===== src/rtl/alat_pkg.sv =====
package alat_pkg;

    parameter int SEL_W  = 3;
    localparam int NBITS = 1 << SEL_W;

    // Encoding is {clr, wr_en_n}
    typedef enum logic [1:0] {
        MODE_WRITE = 2'b00,
        MODE_HOLD  = 2'b01,
        MODE_DEMUX = 2'b10,
        MODE_CLEAR = 2'b11
    } mode_e;

    typedef struct packed {
        logic load_sel;     // selected bit takes din
        logic zero_others;  // unselected bits forced to 0
        logic zero_all;     // every bit forced to 0
    } ctrl_t;

    function automatic mode_e decode_mode(input logic en_n, input logic clr_i);
        return mode_e'({clr_i, en_n});
    endfunction

    function automatic ctrl_t mode_ctrl(input mode_e m);
        ctrl_t c;
        c = '0;
        unique case (m)
            MODE_WRITE: c.load_sel = 1'b1;
            MODE_HOLD:  c = '0;
            MODE_DEMUX: begin
                c.load_sel    = 1'b1;
                c.zero_others = 1'b1;
            end
            MODE_CLEAR: c.zero_all = 1'b1;
            default:    c = '0;
        endcase
        return c;
    endfunction

endpackage


===== src/rtl/alat_mode_dec.sv =====
module alat_mode_dec
    import alat_pkg::*;
(
    input  logic  wr_en_n,
    input  logic  clr,
    output mode_e mode,
    output ctrl_t ctrl,
    output logic  is_write
);
    always_comb begin
        mode     = decode_mode(wr_en_n, clr);
        ctrl     = mode_ctrl(mode);
        is_write = (mode == MODE_WRITE);
    end
endmodule


===== src/rtl/alat_store.sv =====
module alat_store
    import alat_pkg::*;
#(
    parameter int SW = 3,
    localparam int NB = 1 << SW
) (
    input  logic          clk,
    input  logic          rst,
    input  ctrl_t         ctrl,
    input  mode_e         mode,
    input  logic [SW-1:0] sel,
    input  logic          din,
    output logic [NB-1:0] q
);
    logic [NB-1:0] hit;

    for (genvar i = 0; i < NB; i++) begin : g_bit
        assign hit[i] = (sel == SW'(i));

        always_ff @(posedge clk) begin
            if (rst)
                q[i] <= 1'b0;
            else if (ctrl.zero_all)
                q[i] <= 1'b0;
            else if (hit[i] && ctrl.load_sel)
                q[i] <= din;
            else if (!hit[i] && ctrl.zero_others)
                q[i] <= 1'b0;
        end
    end

    AST_HOLD_STABLE: assert property (@(posedge clk) disable iff (rst)
        (mode == MODE_HOLD) |=> $stable(q));

    AST_WRITE_OTHERS_KEEP: assert property (@(posedge clk) disable iff (rst)
        (mode == MODE_WRITE) |=>
        (((q ^ $past(q)) & ~(NB'(1) << $past(sel))) == '0));

    AST_DEMUX_ONEHOT: assert property (@(posedge clk) disable iff (rst)
        (mode == MODE_DEMUX) |=> $onehot0(q));

    AST_CLEAR_ZERO: assert property (@(posedge clk) disable iff (rst)
        (mode == MODE_CLEAR) |=> (q == '0));
endmodule


===== src/rtl/alat_skew_det.sv =====
module alat_skew_det #(
    parameter int SW = 3
) (
    input  logic          clk,
    input  logic          rst,
    input  logic          is_write,
    input  logic [SW-1:0] sel,
    output logic          warn
);
    logic [SW-1:0] prev_sel;
    logic          prev_wr;
    logic          multi_flip;

    always_comb multi_flip = ($countones(sel ^ prev_sel) > 1);

    always_ff @(posedge clk) begin
        if (rst) begin
            prev_sel <= '0;
            prev_wr  <= 1'b0;
            warn     <= 1'b0;
        end else begin
            prev_sel <= sel;
            prev_wr  <= is_write;
            warn     <= is_write && prev_wr && multi_flip;
        end
    end

    AST_WARN_ONLY_WRITE: assert property (@(posedge clk) disable iff (rst)
        warn |-> ($past(is_write) && $past(prev_wr)));
endmodule


===== src/rtl/addr_latch8.sv =====
module addr_latch8
    import alat_pkg::*;
#(
    parameter int SEL_BITS = alat_pkg::SEL_W,
    localparam int OUT_BITS = 1 << SEL_BITS
) (
    input  logic                clk,
    input  logic                rst,
    input  logic                wr_en_n,
    input  logic                clr,
    input  logic [SEL_BITS-1:0] sel,
    input  logic                din,
    output logic [OUT_BITS-1:0] q,
    output logic                skew_warn
);
    mode_e mode;
    ctrl_t ctrl;
    logic  is_write;

    alat_mode_dec u_dec (
        .wr_en_n (wr_en_n),
        .clr     (clr),
        .mode    (mode),
        .ctrl    (ctrl),
        .is_write(is_write)
    );

    alat_store #(.SW(SEL_BITS)) u_store (
        .clk (clk),
        .rst (rst),
        .ctrl(ctrl),
        .mode(mode),
        .sel (sel),
        .din (din),
        .q   (q)
    );

    alat_skew_det #(.SW(SEL_BITS)) u_skew (
        .clk     (clk),
        .rst     (rst),
        .is_write(is_write),
        .sel     (sel),
        .warn    (skew_warn)
    );

    AST_RESET_CLEARS: assert property (@(posedge clk)
        rst |=> ((q == '0) && !skew_warn));
endmodule


===== config.mk =====
export PLATFORM = sky130hd
export DESIGN_NAME = addr_latch8
export DESIGN_NICKNAME = d
export VERILOG_FILES = /design/src/rtl/alat_pkg.sv /design/src/rtl/alat_mode_dec.sv /design/src/rtl/alat_store.sv /design/src/rtl/alat_skew_det.sv /design/src/rtl/addr_latch8.sv
export SDC_FILE = /design/constraint.sdc
export NUM_CORES = 1
export LEC_CHECK = 0
export BUFFER_PORTS_ARGS = -buffer_cell sky130_fd_sc_hd__buf_2
export CAP_MARGIN = 25
export CORE_MARGIN = 5
export CORE_UTILIZATION = 54
export DETAILED_ROUTE_END_ITERATION = 10
export PLACE_DENSITY = 0.8
export REMOVE_ABC_BUFFERS = 1
export SLEW_MARGIN = 20
export SYNTH_ARGS = -nofsm -noshare
export SYNTH_HDL_FRONTEND = slang
export SYNTH_HIERARCHICAL = 1
export SYNTH_SLANG_ARGS = --single-unit

===== constraint.sdc =====
create_clock -name clk -period 2.3 [get_ports clk]
set_input_delay 0.23 -clock clk [delete_from_list [all_inputs] [get_ports clk]]
set_output_delay 0.23 -clock clk [all_outputs]
set_load 0.02 [all_outputs]

## Word level (Yosys, flattened, before mapping)

Cells that the tools add are included.

| storage, ports and cells | value |
|---|---|
| input bits | 8 |
| register bits after elaboration | 13 |
| output and inout bits | 9 |
| logic and storage cells | 81 |

| cells by class | value |
|---|---|
| magnitude comparators | 1 |
| reductions and logical operators | 38 |
| multiplexer cells | 19 |
| bitwise gates (word level) | 1 |
| add/sub/neg operators | 2 |
| equal/unequal tests | 9 |

Operator list:

| cell | count |
|---|---|
| 32-bit by 1-bit adder with 32-bit output | 1 |
| 32-bit by 2-bit > comparator with 1-bit output (second input constant) | 1 |
| 1-bit two-way mux | 19 |
| 1-bit logical AND | 18 |
| 2-bit nonzero test | 8 |
| 3-bit equality test (second input constant) | 4 |
| 1-bit zero test | 8 |
| 3-bit by 2-bit equality test with 1-bit output (second input constant) | 2 |
| 2-bit equality test (second input constant) | 2 |
| 2-bit OR reduction | 2 |
| 3-bit by 1-bit equality test with 1-bit output (second input constant) | 1 |
| 3-bit zero test | 1 |
| 3-bit XOR | 1 |
| 1-bit by 1-bit adder with 2-bit output | 1 |
| 2-bit zero test | 1 |

## Longest topological paths before layout

Gate-level depths: netlist of run 1.

| depth | value |
|---|---|
| word-level depth | 5 |
| mapped depth | 4 |
| depth with buffers taken out | 4 |

## Modules after synthesis

Netlist of run 1, hierarchy kept.

Modules (own cells, without submodules):

| module | area each (sq um) | cells each | sequential area each (sq um) | times used |
|---|---|---|---|---|
| alat_store | 486.7 | 49 | 160.2 | 1 |
| alat_skew_det | 183.9 | 15 | 100.1 | 1 |
| alat_mode_dec | 35.0 | 6 | 0.0 | 1 |

## Least setup slack after synthesis of run 1

Ideal clock, no wire load.

| timing path | value |
|---|---|
| path type | register to register |
| start point | register u_skew.prev_sel[0] |
| end point | register u_skew.warn |
| stages on the path, launching flop included | 5 |
| path buffers | 0 |
| data arrival time | 1.007 ns |
| data required time | 2.182 ns |
| clock period less this slack | 1.124 ns |
| setup time | 0.118 ns |
| setup slack | 1.176 ns |
| cell sequence | dfxtp_1 > xor2_1 > ha_1 > or2_1 > o2111a_1 |

| between the ends | value |
|---|---|
| cells in the longest elaborated chain, start to end | 5 |

Ends and longest elaborated chain:

| item | line | source |
|---|---|---|
| from (decl) | alat_skew_det.sv:10 | `logic [SW-1:0] prev_sel;` |
| from (signal assigned) | alat_skew_det.sv:22 | `prev_sel <= sel;` |
| 3-bit XOR | alat_skew_det.sv:14 | `always_comb multi_flip = ($countones(sel ^ prev_sel) > 1);` |
| 1-bit by 1-bit adder with 2-bit output (not written as such) | alat_skew_det.sv:14 |  |
| 32-bit by 1-bit adder with 32-bit output (not written as such) | alat_skew_det.sv:14 |  |
| 32-bit by 2-bit > comparator with 1-bit output | alat_skew_det.sv:14 |  |
| 1-bit logical AND | alat_skew_det.sv:24 | `warn <= is_write && prev_wr && multi_flip;` |
| to (signal assigned) | alat_skew_det.sv:24 |  |
| to (decl) | alat_skew_det.sv:8 | `output logic warn` |

No other way between the ends.
A chain may end at the register's enable or synchronous reset.

## Worst setup path after layout of run 1

Ends and elaborated chain as after synthesis.

==> results of run 1 <==
metrics by stage:
step	cell area (um^2)	power (mW)	setup slack, ns
after floorplan	664	0.280	1.18
after global placement	762	0.307	0.992
after detailed placement	762	0.308	0.964
after CTS	788	0.446	1.12
after global routing	788	0.465	1.07
final	788	0.440	1.13
worst max path at each step:
stage | startpoint | to | slack (ns) | cells after the start
detailed placement | sel[0] | u_skew/warn | 0.96 | 5
finish | u_skew/prev_sel[0] | u_skew/warn | 1.13 | 4
CTS | u_skew/prev_sel[0] | u_skew/warn | 1.12 | 4
global route | u_skew/prev_sel[0] | u_skew/warn | 1.07 | 4
floorplan | u_skew/prev_sel[0] | u_skew/warn | 1.18 | 4
global placement | sel[2] | u_skew/warn | 0.99 | 5
power groups by stage:
| stage | clock (mW) | combinational, mW | sequential [mW] |
|---|---|---|---|
| after CTS | 0.143 | 0.0706 | 0.232 |
| after global placement | 0 | 0.0693 | 0.238 |
| after floorplan | 0 | 0.0398 | 0.240 |
| after detailed placement | 0 | 0.0701 | 0.238 |
| final | 0.137 | 0.0712 | 0.232 |
| after global routing | 0.154 | 0.0781 | 0.233 |
flip-flops by register name, summed over array words and instances (netlist names):
register and flops:
u_skew/prev_sel 3, u_skew/prev_wr 1, u_skew/warn 1, u_store/q 8
per-layer routing:
metal | share of wire [%] | GRT usage, %
met4 | 0.57 | 3.41
met3 | 7.1 | 4.74
met5 | 0 | 0
met2 | 45 | 20.3
met1 | 48 | 22.4
worst max-delay path: stages, from the launching register on:
cell and delay [ns]:
sky130_fd_sc_hd__dfxtp_1 0.31, sky130_fd_sc_hd__xor2_1 0.14, sky130_fd_sc_hd__ha_1 0.28, sky130_fd_sc_hd__or2_1 0.20, sky130_fd_sc_hd__o2111a_1 0.13
cell type report:
cell class	instances	area (um^2)
Multi-Input combinational cell	49	393
Inverter	3	11.3
Fill cell	86	368
Timing Repair Buffer	16	80.1
Clock buffer	4	26.3
Tap cell	14	17.5
Sequential cell	13	260
==> results.toml, run 1 <==
[status]
run_status = "complete, no violations"

[final_layout]
fin_cells = 99
fin_nets = 95
insertedDiodeCount = 0
layout-drive-gt1-share_pct = 30.6
final_util_pct = 68.2
most-common-layout-cells = "sky130_fd_sc_hd__buf_2, sky130_fd_sc_hd__dfxtp_1, sky130_fd_sc_hd__o211ai_1, sky130_fd_sc_hd__o22ai_1"
most_common_cell_after_layout_fill_and_taps_aside = "sky130_fd_sc_hd__buf_2"
area_growth_pct = 14.1

[pwr]
combPwrFrac_pct = 16.2
power.switching_fraction_pct = 26.7
power.share.clock_pct = 31.1
leakage_power_nw = 0.347
switchingPower_uw = 117
power.ir.vdd_worst_mv = 0.362
p_per_area_mw_per_mm2 = 559
seq_power_share_pct = 52.8
intPower_uw = 323

[hold_path]
holdCritStartpoint = "rst"
worst_hold_path.num_cells = 2
holdCritPathClass = "input pin to flip-flop"
holdPathEnd = "u_skew/prev_sel[1]"

[sta]
final_critical_path_share_of_the_clock_period_pct = 51.0
hold-worst-slack_ns = 0.254
rsz0062_at_grt = "false"
final_count_of_pins_violating_max_slew = 0
finalCriticalPeriod_ns = 1.17
finalSetupViolations = 0
tightestPinTransition_ns = 0.356
fmax_mhz = 853
hold_viol_final = 0
worst_slew_margin_rel_pct = 76.2
timing.clock.skew_ns = 0.000214
final.setup.tns_ns = 0

[drt]
remaining_drcs = 0
drt.antenna.violating_nets = 0
drt-wirelength-per-cell_um = 14.2
drt_iter0_markers = 20
num_vias = 568
viasPerCell = 5.74
detailed_route_wire_length_mm = 1.41
first_pass_iters = 4

[cts]
cts_hold_buf = 0
cts_tree = "built"
tritoncts_num_sinks = 13
clock_insertion_delay_worst_skew_ns = 0.26
ctsRootBufferMaster = "sky130_fd_sc_hd__clkbuf_4"
number_of_buffers_inserted_to_repair_setup_after_cts = 0
maximum_count_of_clock_buffers_along_a_single_path = 2
cts-buffers-inserted = 3
cts_resized = 0
htreeDepth = 1
path_clk_slew_ns = 0.07

[grt]
first_global_vias = 479
antenna_found_initial = 0
grt_first_pass_wirelength_mm = 2.23
grt-ovfl-total = 0
maximum_number_of_pins_on_one_net_before_global_route_repair = 16
grtUsageTotal_pct = 14.9

[worst_setup_path]
crit_path_end_kind = "flip-flop"
critPathArrivalTime_ns = 1.33
worst-r2r-setup-slack_ns = 1.13
worst_ep_required_time_ns = 2.46
r2r_end = "u_skew/warn"
start_kind = "flip-flop"
reg2reg_depth = 4
timing.setup.critical_path_class = "flip-flop to flip-flop"
worst_path_maximum_fanout = 1
timing.rr.start = "u_skew/prev_sel[0]"

[logic_synthesis]
synth_cells = 68
synth_area_um2 = 691
avgSynthCellArea_um2 = 10.2
synth_warnings = 6

[placed_design]
place.detailed.hpwl_mm = 1.03
numPlacedInstances = 95
buffer_ports.inserted = 16
gp_congestion = 0.830

[floorplan]
fp.dieH_um = 45.8
core.rowCount = 12
floorplan.initialDensity_pct = 59.7
design.die.area_mm2 = 0.00209
num_io_pins = 17
die_width_um = 45.8
core_mm2 = 0.00116

[run]
drv.max_cap_violation_count = 0
(Power assumes the default switching activity.)
==> run 2: changes to the inputs <==
--- a/config.mk
+++ b/config.mk
@@ -8,9 +8,9 @@
 export BUFFER_PORTS_ARGS = -buffer_cell sky130_fd_sc_hd__buf_2
 export CAP_MARGIN = 25
 export CORE_MARGIN = 5
-export CORE_UTILIZATION = 54
+export CORE_UTILIZATION = 45
 export DETAILED_ROUTE_END_ITERATION = 10
-export PLACE_DENSITY = 0.8
+export PLACE_DENSITY = 0.72
 export REMOVE_ABC_BUFFERS = 1
 export SLEW_MARGIN = 20
 export SYNTH_ARGS = -nofsm -noshare
==> constraint.sdc (replaced) <==
create_clock -name clk -period 1 [get_ports clk]
set_input_delay 0.1 -clock clk [delete_from_list [all_inputs] [get_ports clk]]
set_output_delay 0.1 -clock clk [all_outputs]
set_load 0.02 [all_outputs]
==> run 2 against run 1 <==
Compared with the run above: the flow now finishes with violations (negative setup slack); clock skew is 0.0040 ns higher; first-iteration DRC count up 40%; sequential cell count did not move; non-clock buffer count up 9; design area is 9.0% higher.
==> results.toml, run 2 (synthesis gave the netlist of run 1 again) <==
[grt]
antenna_found_initial = 0
grt-ovfl-total = 0
maximum_number_of_pins_on_one_net_before_global_route_repair = 13
first_global_vias = 564
grtUsageTotal_pct = 13.9
grt_first_pass_wirelength_mm = 2.65

[placed_design]
dp_slack_ns = -0.160
gp_congestion = 0.830
detailed_place.area_um2 = 832
numPlacedInstances = 106
place.detailed.hpwl_mm = 1.15
buffer_ports.inserted = 16

[final_layout]
insertedDiodeCount = 0
fin_cells = 110
reg_top3 = "u_store/q: 8 flops, u_skew/prev_sel: 3 flops"
largest_reg_flops = 8
regMostFlops = "u_store/q"
filler_cell_count = 135
final_area_um2 = 860
final_util_pct = 57.7
most-common-layout-cells = "sky130_fd_sc_hd__buf_2, sky130_fd_sc_hd__dfxtp_1, sky130_fd_sc_hd__buf_4, sky130_fd_sc_hd__o211ai_1, sky130_fd_sc_hd__o22ai_1"
area_growth_pct = 24.5
most_common_cell_after_layout_fill_and_taps_aside = "sky130_fd_sc_hd__buf_2"
fin_nets = 104
layout-drive-gt1-share_pct = 38.3

[status]
failed_checks = "negative setup slack"
run_status = "complete, but fails checks"

[drt]
detailed_route_wire_length_mm = 1.55
drt_iter0_markers = 28
viasPerCell = 5.75
remaining_drcs = 0
drt-wirelength-per-cell_um = 14.0
drt.antenna.violating_nets = 0
first_pass_iters = 6
num_vias = 632

[cts]
tritoncts_num_sinks = 13
path_clk_slew_ns = 0.08
clock_insertion_delay_worst_skew_ns = 0.27
maximum_count_of_clock_buffers_along_a_single_path = 2
cts-buffers-inserted = 3
ctsRootBufferMaster = "sky130_fd_sc_hd__clkbuf_4"
cts_hold_buf = 0
htreeDepth = 1
cts_tree = "built"

[sta]
final.setup.tns_ns = -0.158
worst_slew_margin_rel_pct = 84.2
timing.clock.skew_ns = 0.00424
finalSetupViolations = 1
final_critical_path_share_of_the_clock_period_pct = 116
tightestPinTransition_ns = 0.233
final_count_of_pins_violating_max_slew = 0
finalCriticalPeriod_ns = 1.16
finalWorstSetupSlack_ns = -0.158
hold_viol_final = 0
hold-worst-slack_ns = 0.119
rsz0062_at_grt = "true"
fmax_mhz = 863

[worst_setup_path]
r2r_end = "u_skew/warn"
worst_ep_required_time_ns = 1.17
reg2reg_depth = 4
start_kind = "flip-flop"
worst-r2r-setup-slack_ns = -0.16
timing.rr.start = "u_skew/prev_sel[2]"
critPathArrivalTime_ns = 1.33
crit_path_end_kind = "flip-flop"
worst_path_maximum_fanout = 1
timing.setup.critical_path_class = "flip-flop to flip-flop"

[pwr]
leakage_power_nw = 0.391
design_power_total_mw = 1.05
p_per_area_mw_per_mm2 = 1220
power.ir.vdd_worst_mv = 0.586

[hold_path]
holdCritPathClass = "input pin to flip-flop"
worst_hold_path.num_cells = 2
holdPathEnd = "u_skew/prev_sel[0]"
holdCritStartpoint = "rst"

[floorplan]
design.die.area_mm2 = 0.00242
die_width_um = 49.2
num_io_pins = 17
core.rowCount = 14
core_mm2 = 0.00149
fp.dieH_um = 49.2
floorplan.initialDensity_pct = 46.4

[run]
drv.max_cap_violation_count = 0
==> run 2: final cells by class <==
class                   instances  area (um^2)  share of cell area, %
repair buffers                 25          148                   17.2
well taps                      16         20.0                   2.33
multi-input cells              49          393                   45.7
inverters                       3         11.3                   1.31
flip-flops and latches         13          262                   30.4
clock buffers                   4         26.3                   3.06
==> run 2: where the power goes <==
group	internal [mW]	switching [mW]	leakage, nW
clock network	0.154	0.166	0.0150
logic	0.0830	0.112	0.270
registers	0.530	0.00489	0.106
==> run 2: worst max-delay path by stage <==
| stage | from | to | cells past startpoint |
|---|---|---|---|
| global route | u_skew/prev_sel[2] | u_skew/warn | 4 |
| detailed placement | u_skew/prev_sel[2] | u_skew/warn | 4 |
| finish | u_skew/prev_sel[2] | u_skew/warn | 4 |
| CTS | u_skew/prev_sel[0] | u_skew/warn | 4 |
| floorplan | u_skew/prev_sel[0] | u_skew/warn | 4 |
| global placement | u_skew/prev_sel[0] | u_skew/warn | 4 |
==> run 2: repair_timing <==
item	in CTS	in global routing
pin swaps	0	0
endpoints found under the setup margin	1	1
setup buffers	0	0
resized for setup	0	1
endpoints found under the hold margin	0	0
==> run 2: critical path, stage by stage, from the launching register on <==
cell                       delay, ns
sky130_fd_sc_hd__dfxtp_2        0.32
sky130_fd_sc_hd__xor2_1         0.15
sky130_fd_sc_hd__ha_1           0.26
sky130_fd_sc_hd__or2_1          0.20
sky130_fd_sc_hd__o2111a_1       0.13
==> run 2: layer usage <==
layer | global-route usage, % | up-vias | routed length, um
li1 | - | 310 | -
met1 | 16.8 | 290 | 644
met2 | 22.3 | 30 | 753
met3 | 4.28 | 2 | 136
met4 | 5.83 | 0 | 11
met5 | 0 | - | 0
==> run 3: changes to the inputs <==
--- a/config.mk
+++ b/config.mk
@@ -8,9 +8,11 @@
 export BUFFER_PORTS_ARGS = -buffer_cell sky130_fd_sc_hd__buf_2
 export CAP_MARGIN = 25
 export CORE_MARGIN = 5
-export CORE_UTILIZATION = 45
+export CORE_UTILIZATION = 50
+export CTS_CLUSTER_DIAMETER = 80
 export DETAILED_ROUTE_END_ITERATION = 10
-export PLACE_DENSITY = 0.72
+export MAX_ROUTING_LAYER = met4
+export PLACE_DENSITY = 0.75
 export REMOVE_ABC_BUFFERS = 1
 export SLEW_MARGIN = 20
 export SYNTH_ARGS = -nofsm -noshare
==> constraint.sdc (replaced) <==
create_clock -name clk -period 1.2 [get_ports clk]
set_input_delay 0.12 -clock clk [delete_from_list [all_inputs] [get_ports clk]]
set_output_delay 0.12 -clock clk [all_outputs]
set_load 0.02 [all_outputs]
==> run 3 against run 2 <==
Compared with the run above: the flow now finishes without violations; maximum frequency fell by 1.1%; critical path depth stayed put; final cell count fell by 3.6%; clock power is 13% lower; largest power group unchanged; utilization increased by 6.5 points; worst setup slack better by 0.19 ns; clock skew is 0.0020 ns lower; first-iteration DRC count grew 3.6%; critical path type unchanged; global-route usage is 3.8 points higher.
==> results.toml, run 3 (synthesis gave the netlist of run 1 again) <==
[status]
run_status = "complete, no violations"

[final_layout]
most_common_cell_after_layout_fill_and_taps_aside = "sky130_fd_sc_hd__buf_2"
most-common-layout-cells = "sky130_fd_sc_hd__buf_2, sky130_fd_sc_hd__dfxtp_1, sky130_fd_sc_hd__buf_4, sky130_fd_sc_hd__o211ai_1, sky130_fd_sc_hd__o22ai_1"
filler_cell_count = 128
layout-drive-gt1-share_pct = 36.3
final_util_pct = 64.2
insertedDiodeCount = 0
largest_reg_flops = 8
reg_top3 = "u_store/q: 8 flops, u_skew/prev_sel: 3 flops"
area_growth_pct = 21.0
regMostFlops = "u_store/q"
fin_nets = 101
fin_cells = 106

[cts]
path_clk_slew_ns = 0.08
ctsRootBufferMaster = "sky130_fd_sc_hd__clkbuf_4"
maximum_count_of_clock_buffers_along_a_single_path = 2
number_of_buffers_inserted_to_repair_setup_after_cts = 0
clock_insertion_delay_worst_skew_ns = 0.28
tritoncts_num_sinks = 13
cts_tree = "built"
htreeDepth = 1
cts-buffers-inserted = 3

[drt]
num_vias = 615
drt.antenna.violating_nets = 0
remaining_drcs = 0
first_pass_iters = 4
drt_iter0_markers = 29
detailed_route_wire_length_mm = 1.50
viasPerCell = 5.80
drt-wirelength-per-cell_um = 14.2

[worst_setup_path]
worst_ep_required_time_ns = 1.38
timing.setup.critical_path_class = "flip-flop to flip-flop"
critical_path.slowest_cell = "sky130_fd_sc_hd__dfxtp_2"
cell_by_cell_listing_of_the_critical_path = "xor2_1 > ha_1 > or2_1 > o2111a_1"
worst_path_maximum_fanout = 1
start_kind = "flip-flop"
slowest_delay_ns = 0.32
critPathArrivalTime_ns = 1.35
crit_path_end_kind = "flip-flop"

[floorplan]
num_io_pins = 17
fp.dieH_um = 47.2
die_width_um = 47.2
core.rowCount = 13
design.die.area_mm2 = 0.00222
core_mm2 = 0.00130
floorplan.initialDensity_pct = 53.1

[sta]
fmax_mhz = 854
timing.clock.skew_ns = 0.00228
finalCriticalPeriod_ns = 1.17
final_count_of_pins_violating_max_slew = 0
finalSetupViolations = 0
final.setup.tns_ns = 0
hold_viol_final = 0
tightestPinTransition_ns = 0.292
worst_slew_margin_rel_pct = 80.5
finalWorstSetupSlack_ns = 0.0292
rsz0062_at_grt = "true"
final_critical_path_share_of_the_clock_period_pct = 97.6
hold-worst-slack_ns = 0.121

[pwr]
switchingPower_uw = 246
power.ir.vdd_worst_mv = 0.689
seq_power_share_pct = 50.6
p_per_area_mw_per_mm2 = 1050
intPower_uw = 635
leakage_power_nw = 0.377
combPwrFrac_pct = 17.6
power.switching_fraction_pct = 27.9
power.share.clock_pct = 31.8

[grt]
grt_first_pass_wirelength_mm = 2.50
first_global_vias = 561
grt-ovfl-total = 0
antenna_found_initial = 0
maximum_number_of_pins_on_one_net_before_global_route_repair = 16
grtUsageTotal_pct = 17.7

[placed_design]
gp_congestion = 0.802
place.detailed.hpwl_mm = 1.13
numPlacedInstances = 102
dp_slack_ns = 0.0229
buffer_ports.inserted = 16

[hold_path]
holdCritPathClass = "input pin to flip-flop"

[run]
drv.max_cap_violation_count = 0
[run 3: cell count changes in the layout (fill, tap and decap cells not counted)]
cell / delta
sky130_fd_sc_hd__buf_4: -3
[run 3: metrics by stage]
| step | cell area (um^2) | total power, mW |
|---|---|---|
| 3_5_place_dp | 808 | 0.610 |
| 2_1_floorplan | 664 | 0.536 |
| 5_1_grt | 836 | 0.931 |
| 3_3_place_gp | 808 | 0.605 |
| 4_1_cts | 835 | 0.889 |
| 6_report | 836 | 0.880 |
[run 3: critical path, delay by kind of cell, from the launching register on]
family          cells  cell delay, ns
fa+ha+maj           1            0.27
xor+xnor            1            0.15
flops               1            0.32
simple gates        1            0.20
compound gates      1            0.13
[run 3: layout make-up]
class                   instances  area [um^2]  share of cell area [%]
multi-input cells              49          393                    47.0
flip-flops and latches         13          262                    31.3
repair buffers                 22          125                    15.0
clock buffers                   4         26.3                    3.14
well taps                      15         18.8                    2.25
inverters                       3         11.3                    1.35
[run 3: per-layer routing]
metal | track usage, % | vias up | routed length [um]
li1 | - | 300 | -
met1 | 20.8 | 289 | 624
met2 | 27.1 | 21 | 750
met3 | 3.45 | 5 | 86
met4 | 11.6 | 0 | 42
met5 | - | - | 0
[run 3: power groups by stage]
stage	combinational [mW]	sequential (mW)	clock [mW]
after detailed placement	0.154	0.456	0
final	0.155	0.446	0.280
after global routing	0.171	0.447	0.313
after floorplan	0.0764	0.460	0
after CTS	0.155	0.446	0.289
after global placement	0.149	0.455	0
[run 3: repair_timing]
item                                    4_1_cts  5_1_grt
endpoints found under the setup margin        0        1
hold endpoints to repair                      0        0
resized for setup                             0        1
hold buffers                                  0        0
[run 3: path summary, 6_finish.rpt]
path,from,to,slack [ns],cells after the start
setup / recovery,u_skew/prev_sel[2],u_skew/warn,0.03,4
hold / removal,rst,u_skew/prev_sel[1],0.12,2
setup reg to reg,u_skew/prev_sel[2],u_skew/warn,0.03,4
hold reg to reg,u_skew/prev_wr,u_skew/warn,0.44,1
